`src/rtl/ird_pkg.sv`:
```
package ird_pkg;

    typedef enum logic [1:0] {
        CAR_ABSENT  = 2'd0,
        CAR_QUALIFY = 2'd1,
        CAR_PRESENT = 2'd2
    } car_state_e;

endpackage

```
`src/rtl/ird_sync.sv`:
```
module ird_sync #(
    parameter int STAGES     = 2,
    parameter bit RESET_LEVEL = 1'b1
) (
    input  logic clk,
    input  logic rst_n,
    input  logic async_i,
    output logic sync_o
);

    logic [STAGES-1:0] chain_q;

    always_ff @(posedge clk) begin
        if (!rst_n) begin
            chain_q <= {STAGES{RESET_LEVEL}};
        end else begin
            chain_q <= {chain_q[STAGES-2:0], async_i};
        end
    end

    assign sync_o = chain_q[STAGES-1];

endmodule

```
`src/rtl/ird_tick.sv`:
```
module ird_tick #(
    parameter int PRESCALE_BITS = 15,
    parameter bit SIM_MODE      = 1'b0
) (
    input  logic clk,
    input  logic rst_n,
    output logic tick_o
);

    logic [PRESCALE_BITS-1:0] div_q;

    always_ff @(posedge clk) begin
        if (!rst_n) begin
            div_q <= '0;
        end else begin
            div_q <= div_q + 1'b1;
        end
    end

    generate
        if (SIM_MODE) begin : g_bypass
            assign tick_o = (div_q == div_q);
        end else begin : g_divided
            assign tick_o = (div_q == '0);
        end
    endgenerate

endmodule

```
`src/rtl/ird_detect.sv`:
```
module ird_detect
    import ird_pkg::*;
#(
    parameter int TIMEOUT_TICKS = 25,
    parameter int CONFIRM_TICKS = 2
) (
    input  logic clk,
    input  logic rst_n,
    input  logic tick_i,
    input  logic level_i,
    output logic present_o
);

    localparam int TW = $clog2(TIMEOUT_TICKS + 1);
    localparam int RW = $clog2(CONFIRM_TICKS + 1);
    localparam logic [TW-1:0] T_FULL = TW'(TIMEOUT_TICKS);
    localparam logic [TW-1:0] T_ONE  = TW'(1);
    localparam logic [RW-1:0] R_LAST = RW'(CONFIRM_TICKS - 1);

    car_state_e      state_q, state_d;
    logic [TW-1:0]   timer_q, timer_d;
    logic [RW-1:0]   run_q, run_d;

    // State register process
    always_ff @(posedge clk) begin
        if (!rst_n) begin
            state_q <= CAR_ABSENT;
            timer_q <= '0;
            run_q   <= '0;
        end else begin
            state_q <= state_d;
            timer_q <= timer_d;
            run_q   <= run_d;
        end
    end

    // Next-state logic
    always_comb begin
        state_d = state_q;
        timer_d = timer_q;
        run_d   = run_q;
        if (tick_i) begin
            unique case (state_q)
                CAR_ABSENT: begin
                    if (!level_i) begin
                        run_d   = RW'(1);
                        state_d = CAR_QUALIFY;
                    end
                end
                CAR_QUALIFY: begin
                    if (level_i) begin
                        run_d   = '0;
                        state_d = CAR_ABSENT;
                    end else if (run_q == R_LAST) begin
                        run_d   = '0;
                        timer_d = T_FULL;
                        state_d = CAR_PRESENT;
                    end else begin
                        run_d = run_q + 1'b1;
                    end
                end
                CAR_PRESENT: begin
                    if (!level_i) begin
                        timer_d = T_FULL;
                    end else if (timer_q == T_ONE) begin
                        timer_d = '0;
                        state_d = CAR_ABSENT;
                    end else begin
                        timer_d = timer_q - 1'b1;
                    end
                end
                default: begin
                    timer_d = '0;
                    run_d   = '0;
                    state_d = CAR_ABSENT;
                end
            endcase
        end
    end

    // Output process
    always_comb begin
        present_o = (state_q == CAR_PRESENT);
    end


    present_timer_chk: assert property (@(posedge clk) disable iff (!rst_n)
        (state_q == CAR_PRESENT) |-> (timer_q != '0));


    idle_timer_chk: assert property (@(posedge clk) disable iff (!rst_n)
        (state_q != CAR_PRESENT) |-> (timer_q == '0));


    reload_chk: assert property (@(posedge clk) disable iff (!rst_n)
        (tick_i && !level_i && state_q == CAR_PRESENT) |=> (timer_q == T_FULL));


    entry_chk: assert property (@(posedge clk) disable iff (!rst_n)
        $rose(present_o) |-> ($past(state_q) == CAR_QUALIFY));


    hold_chk: assert property (@(posedge clk) disable iff (!rst_n)
        !tick_i |=> $stable(state_q));


    timer_bound_chk: assert property (@(posedge clk) disable iff (!rst_n)
        timer_q <= T_FULL);

endmodule

```
`src/rtl/ird_envelope.sv`:
```
module ird_envelope #(
    parameter bit SIM_MODE      = 1'b0,
    parameter int PRESCALE_BITS = 15,
    parameter int TIMEOUT_TICKS = 25,
    parameter int CONFIRM_TICKS = 2,
    parameter int POR_BITS      = 4
) (
    input  logic clk_i,
    input  logic ir_raw_n,
    output logic carrier_on
);

    logic [POR_BITS-1:0] por_q = '0;
    logic                rst_n;
    logic                sample;
    logic                tick;

    always_ff @(posedge clk_i) begin
        por_q <= {por_q[POR_BITS-2:0], 1'b1};
    end

    assign rst_n = por_q[POR_BITS-1];

    ird_sync #(
        .STAGES      (2),
        .RESET_LEVEL (1'b1)
    ) u_sync (
        .clk     (clk_i),
        .rst_n   (rst_n),
        .async_i (ir_raw_n),
        .sync_o  (sample)
    );

    ird_tick #(
        .PRESCALE_BITS (PRESCALE_BITS),
        .SIM_MODE      (SIM_MODE)
    ) u_tick (
        .clk    (clk_i),
        .rst_n  (rst_n),
        .tick_o (tick)
    );

    ird_detect #(
        .TIMEOUT_TICKS (TIMEOUT_TICKS),
        .CONFIRM_TICKS (CONFIRM_TICKS)
    ) u_detect (
        .clk       (clk_i),
        .rst_n     (rst_n),
        .tick_i    (tick),
        .level_i   (sample),
        .present_o (carrier_on)
    );


    por_low_chk: assert property (@(posedge clk_i)
        !rst_n |=> !carrier_on);

endmodule

```
`config.mk`:
```
export PLATFORM = sky130hd
export DESIGN_NAME = ird_envelope
export DESIGN_NICKNAME = d
export VERILOG_FILES = /design/src/rtl/ird_pkg.sv /design/src/rtl/ird_sync.sv /design/src/rtl/ird_tick.sv /design/src/rtl/ird_detect.sv /design/src/rtl/ird_envelope.sv
export SDC_FILE = /design/constraint.sdc
export NUM_CORES = 1
export LEC_CHECK = 0
export BUFFER_PORTS_ARGS = -buffer_cell sky130_fd_sc_hd__buf_2
export CAP_MARGIN = 40
export CORE_MARGIN = 2
export CORE_UTILIZATION = 36
export DETAILED_ROUTE_END_ITERATION = 6
export PLACE_DENSITY_LB_ADDON = 0.25
export SLEW_MARGIN = 0
export SYNTH_ARGS = -nofsm -noshare
export SYNTH_HDL_FRONTEND = slang
export SYNTH_SLANG_ARGS = --single-unit
```
`constraint.sdc`:
```
create_clock -name clk_i -period 4.3 [get_ports clk_i]
set_clock_uncertainty 0.2 [all_clocks]
set_input_delay 0.43 -clock clk_i [delete_from_list [all_inputs] [get_ports clk_i]]
set_output_delay 0.43 -clock clk_i [all_outputs]
set_load 0.02 [all_outputs]
```
# Word-level counts from Yosys, hierarchy flattened
# Cells that the tools add are included.
[totals]
in_bits = 2
output_inout_bits = 1
wordCells = 39
reg_bits = 26
[op_classes]
eq_ne = 10
n_reduce_logical = 5
add_sub_neg = 3
bitwise_logic = 2
mux = 14
[ops]
columns = ["cell", "count"]
rows = [
  ["$mux W5", 4],
  ["$add A15 B1 Y15 const B", 1],
  ["$logic_not A15 Y1", 1],
  ["$pmux W5 S3", 1],
  ["$mux W2", 7],
  ["$pmux W2 S3", 2],
  ["$ne A2 B1 Y1 const B", 3],
  ["$eq A5 B1 Y1 const B", 1],
  ["$reduce_and A5 Y1", 1],
  ["$sub A5 B1 Y5 const B", 1],
  ["$eq A2 B1 Y1 const B", 2],
  ["$ne A2 B2 Y1 const B", 2],
  ["$reduce_and A4 Y1", 1],
  ["$ne A3 B2 Y1 const B", 1],
  ["$reduce_and A3 Y1", 1],
  ["$add A2 B1 Y2 const B", 1],
  ["$eq A2 B2 Y1 const B", 1],
  ["$logic_not A2 Y1", 1],
  ["$not A1 Y1", 2],
]

# Longest topological paths before layout
[depth]
depth_word = 4
depth_mapped = 6
ltp_nobuf = 6

# Cells and area by module
# A second synthesis with hierarchy kept.
[hier_totals]
hier_cells = 160
hier_area_um2 = 1372.6
[by_module_without_submodules]
columns = ["module", "cells_each", "area_per_inst_um2", "instances", "seq_area_each_um2"]
rows = [
  ["ird_tick", 85, 732.0, 1, 300.3],
  ["ird_detect", 70, 584.3, 1, 180.2],
  ["ird_sync", 4, 52.6, 1, 40.0],
  ["ird_envelope", 1, 3.8, 1, 0.0],
]

# Worst setup path before layout
# Ideal clock, no wire load.
[synth_path]
path_kind = "reg2reg"
start = "register u_tick.div_q[0]"
end = "register u_detect.timer_q[0] (enable)"
setup_ns = 0.374
slack_ns = 2.387
stages_incl_launch_ff = 6
arrival_ns = 1.339
n_path_buf = 0
synth_period_minus_slack_ns = 1.913
required_ns = 3.726
path_cell_list = "dfxtp_1 -> inv_1 -> ha_1 -> nor4b_1 -> nand4_1 -> nor3_1"
[synth_via]
elab_chain_cells = 2
[synth_rtl]
columns = ["element", "line_no", "text"]
rows = [
  ["start, declared", "ird_tick.sv:10", "logic [PRESCALE_BITS-1:0] div_q;"],
  ["start signal, assigned", "ird_tick.sv:16", "div_q <= div_q + 1'b1;"],
  ["$logic_not A15 Y1", "ird_tick.sv:24", "assign tick_o = (div_q == '0);"],
  ["$reduce_and A4 Y1 (no line)", "--", ""],
  ["end signal, assigned", "ird_detect.sv:32", "timer_q <= timer_d;"],
  ["end, declared", "ird_detect.sv:21", "logic [TW-1:0] timer_q, timer_d;"],
]
# No other way between the ends.
# A chain may end at the register's enable or synchronous reset.

# Worst setup path after layout
[layout_path]
start = "register u_tick.div_q[0]"
end = "register u_detect.timer_q[1] (enable)"
# Same word-level chain as after synthesis.

==> metrics.md <==
| Metric | Value |
|---|---|
| WL/cell | `~11 um` |
| Num CTS Buffers | `3` |
| Critical Path, Cell by Cell | `inv_1 -> ha_1 -> nor4b_1 -> nand4_1 -> nor3_1` |
| Place WS | `about 2.0 ns` |
| Fin Hold WS | `between 0.1 and 0.15 ns` |
| Initial core utilization | `0.384` |
| Total wire length | `1820 um` |
| Worst-Margin Slew | `roughly 0.7 ns` |
| Synth cell types | `29` |
| Fin area | `about 1300 um^2` |
| Share of layout cells above drive strength 1 | `0.0932` |
| Initial DRC count | `17` |
| Achievable frequency | `around 460 MHz` |
| CP required | `4.07 ns` |
| Core Area | `3100 um^2` |
| Commonest cells after routing, fill and taps aside | `dfxtp_1, xnor2_1, inv_1` |
| FF-to-FF End | `u_detect.timer_q[1]$_DFFE_PP_` |
| Tmin final | `2.19 ns` |
| Die Wd | `between 60 and 70 um` |
| Number of global-route vias before repair | `733` |
| Worst R2R Setup Slack | `2.11 ns` |
| GP Congestion | `roughly 0.78` |
| Leak | `between 0.5 and 0.6 nW` |
| Critical path depth | `5` |
| CTS resizes | `0` |
| Syn Area/Cell | `~11 um^2` |
| Synth Warn # | `0` |
| Clock-pin transition on the worst setup and hold timing paths | `between 0.1 and 0.15 ns` |
| Residual DRC | `0` |
| Worst-Skew Late Latency | `~0.31 ns` |
| CTS tree | `built` |
| I/O Buffers | `2` |
| Synthesized instance count | `approximately 110` |
| Antenna diodes | `0` |
| Commonest non-fill, non-tap cell in the layout | `dfxtp_1` |
| Slew HR | `0.536` |
| Critical Path Sink Type | `flip-flop` |
| All-Layer GR Usage | `0.119` |
| R2R cell count | `5` |
| VDD IR max | `0.151 mV` |
| Register area share after synthesis | `0.513` |
| Antenna violations before repair | `0` |
| Final hold vios | `0` |
| CTS root buffer | `clkbuf_4` |
| Synth area leader | `dfxtp_1` |
| IO Pins | `3` |
| Setup TNS | `0 ns` |
| Delay-heaviest family, CP | `simple AND/OR/NAND/NOR gates` |
| Status | `finished, final reports clean` |
| H-tree depth | `1` |
| Hold/Removal Path Class | `reg -> reg` |
| Final period utilization | `0.510` |
| First-pass DRT Iterations | `4` |
| CP max FO | `5` |
| Max Slew Vio Count | `0` |
| Final WS setup | `2.11 ns` |
| Critical path arrival | `about 2.0 ns` |
| Top cell type's share of synthesized area | `0.286` |
| Max Cap Violations | `0` |
| CP endpoint | `u_detect.timer_q[1]$_DFFE_PP_` |
| Main area contributors after synthesis | `dfxtp_1, edfxtp_1, xnor2_1` |
| Post-route ant nets | `0` |
| Hpwl dp | `approximately 1400 um` |
| Slowest CP cell | `nor3_1` |
| Clk buf depth | `2` |
| Startpoint of the worst register-to-register path | `u_tick.div_q[0]$_DFF_P_` |
| Setup crit start | `u_tick.div_q[0]$_DFF_P_` |
| Worst path max stage delay | `around 0.6 ns` |
| RSZ-0062 raised after global routing | `false` |
| Die H | `a little over 60 um` |
| Global-route wire length before repair | `approximately 3300 um` |
| Vias per cell | `4.77` |
| Post-Synthesis Cell Area | `around 1200 um^2` |
| Crit start category | `flip-flop` |
| Final-stage net count | `129` |
| Clock sink count | `26` |
| Number of synthesized register bits | `26` |
| Gr ovfl total | `0` |
| Setup violations, final | `0` |
| Vias post-DR | `about 770` |
| Setup CP Type | `reg -> reg` |
| Rows | `20` |
| Syn-to-layout area delta | `9.35%` |
| Placed cell areas | `1260 um^2` |
| Pwr dens | `539 nW/um^2` |
| Worst path bufs/invs | `1` |
| Post-layout util | `0.420` |
| Synthesized net count | `about 120` |
| Die area | `~3800 um^2` |
| Largest net degree at the start of global routing | `15` |
## layer usage
metal,global-route usage,part of all wire
met3,0.0189,0.018
met1,0.143,0.48
met4,0.0729,0.029
met2,0.197,0.48
met5,0,0
## synthesized netlist by cell type, drive strengths merged
cell	number
a21o	2
a21oi	2
a31oi	1
and2	2
and3	3
and4	1
dfxtp	17
edfxtp	9
ha	8
inv	11
mux2i	1
nand2	7
nand2b	1
nand3	3
nand4	5
nor2	9
nor3	4
nor3b	1
nor4	2
nor4b	1
o21a	1
o21ai	4
o41ai	1
xnor2	12
xor2	3
## per-stage QoR
step / total power [W] / cells
floorplan: 0.000534 / 111
global placement: 0.000585 / 157
detailed placement: 0.000591 / 157
CTS: 0.000716 / 162
global route: 0.000763 / 162
finish: 0.000702 / 162
## logic make-up after synthesis
family | Yosys count | share of synthesized area
muxes | 1 | 0.00840
xor gates and xnor gates | 15 | 0.110
and+or+nand+nor | 39 | 0.193
adders and majority gates | 8 | 0.0840
DFF | 26 | 0.513
AOI/OAI and AO/OA | 11 | 0.0567
buffers and inverters | 11 | 0.0347
## sequential cells by signal, indices dropped and copies added (netlist names)
name / cells
u_detect.run_q: 2
u_detect.state_q: 2
u_detect.timer_q: 5
u_sync.chain_q: 2
u_tick.div_q: 15
## area by class of cell
| cell class | instances | area [um^2] |
|---|---|---|
| multi-input cells | 74 | 539 |
| flip-flops and latches | 26 | 611 |
| clock buffers | 4 | 36.3 |
| inverters | 11 | 41.3 |
| well taps | 44 | 55.1 |
| repair buffers | 3 | 20.0 |
| fillers | 331 | 1800 |
## report_power, final
part / switching [W] / internal (W)
Combinational: 0.000132 / 0.0000932
Clock: 0.0000677 / 0.0000518
Sequential: 0.0000313 / 0.000326
Total: 0.000231 / 0.000471
## how the worst min path moves through the flow
stage,start,to,cells past startpoint
global placement,u_sync.chain_q[0]$_DFF_P_,u_sync.chain_q[1]$_DFF_P_,0
detailed placement,u_sync.chain_q[0]$_DFF_P_,u_sync.chain_q[1]$_DFF_P_,0
global route,u_sync.chain_q[0]$_DFF_P_,u_sync.chain_q[1]$_DFF_P_,0
floorplan,u_sync.chain_q[0]$_DFF_P_,u_sync.chain_q[1]$_DFF_P_,0
CTS,u_sync.chain_q[0]$_DFF_P_,u_sync.chain_q[1]$_DFF_P_,0
finish,u_sync.chain_q[0]$_DFF_P_,u_sync.chain_q[1]$_DFF_P_,0
## timing repair
action,CTS,global route
hold buffers,1,0
setup buffers,0,0
endpoints found under the hold margin,1,0
No activity file was read; power rests on OpenSTA's default activity.
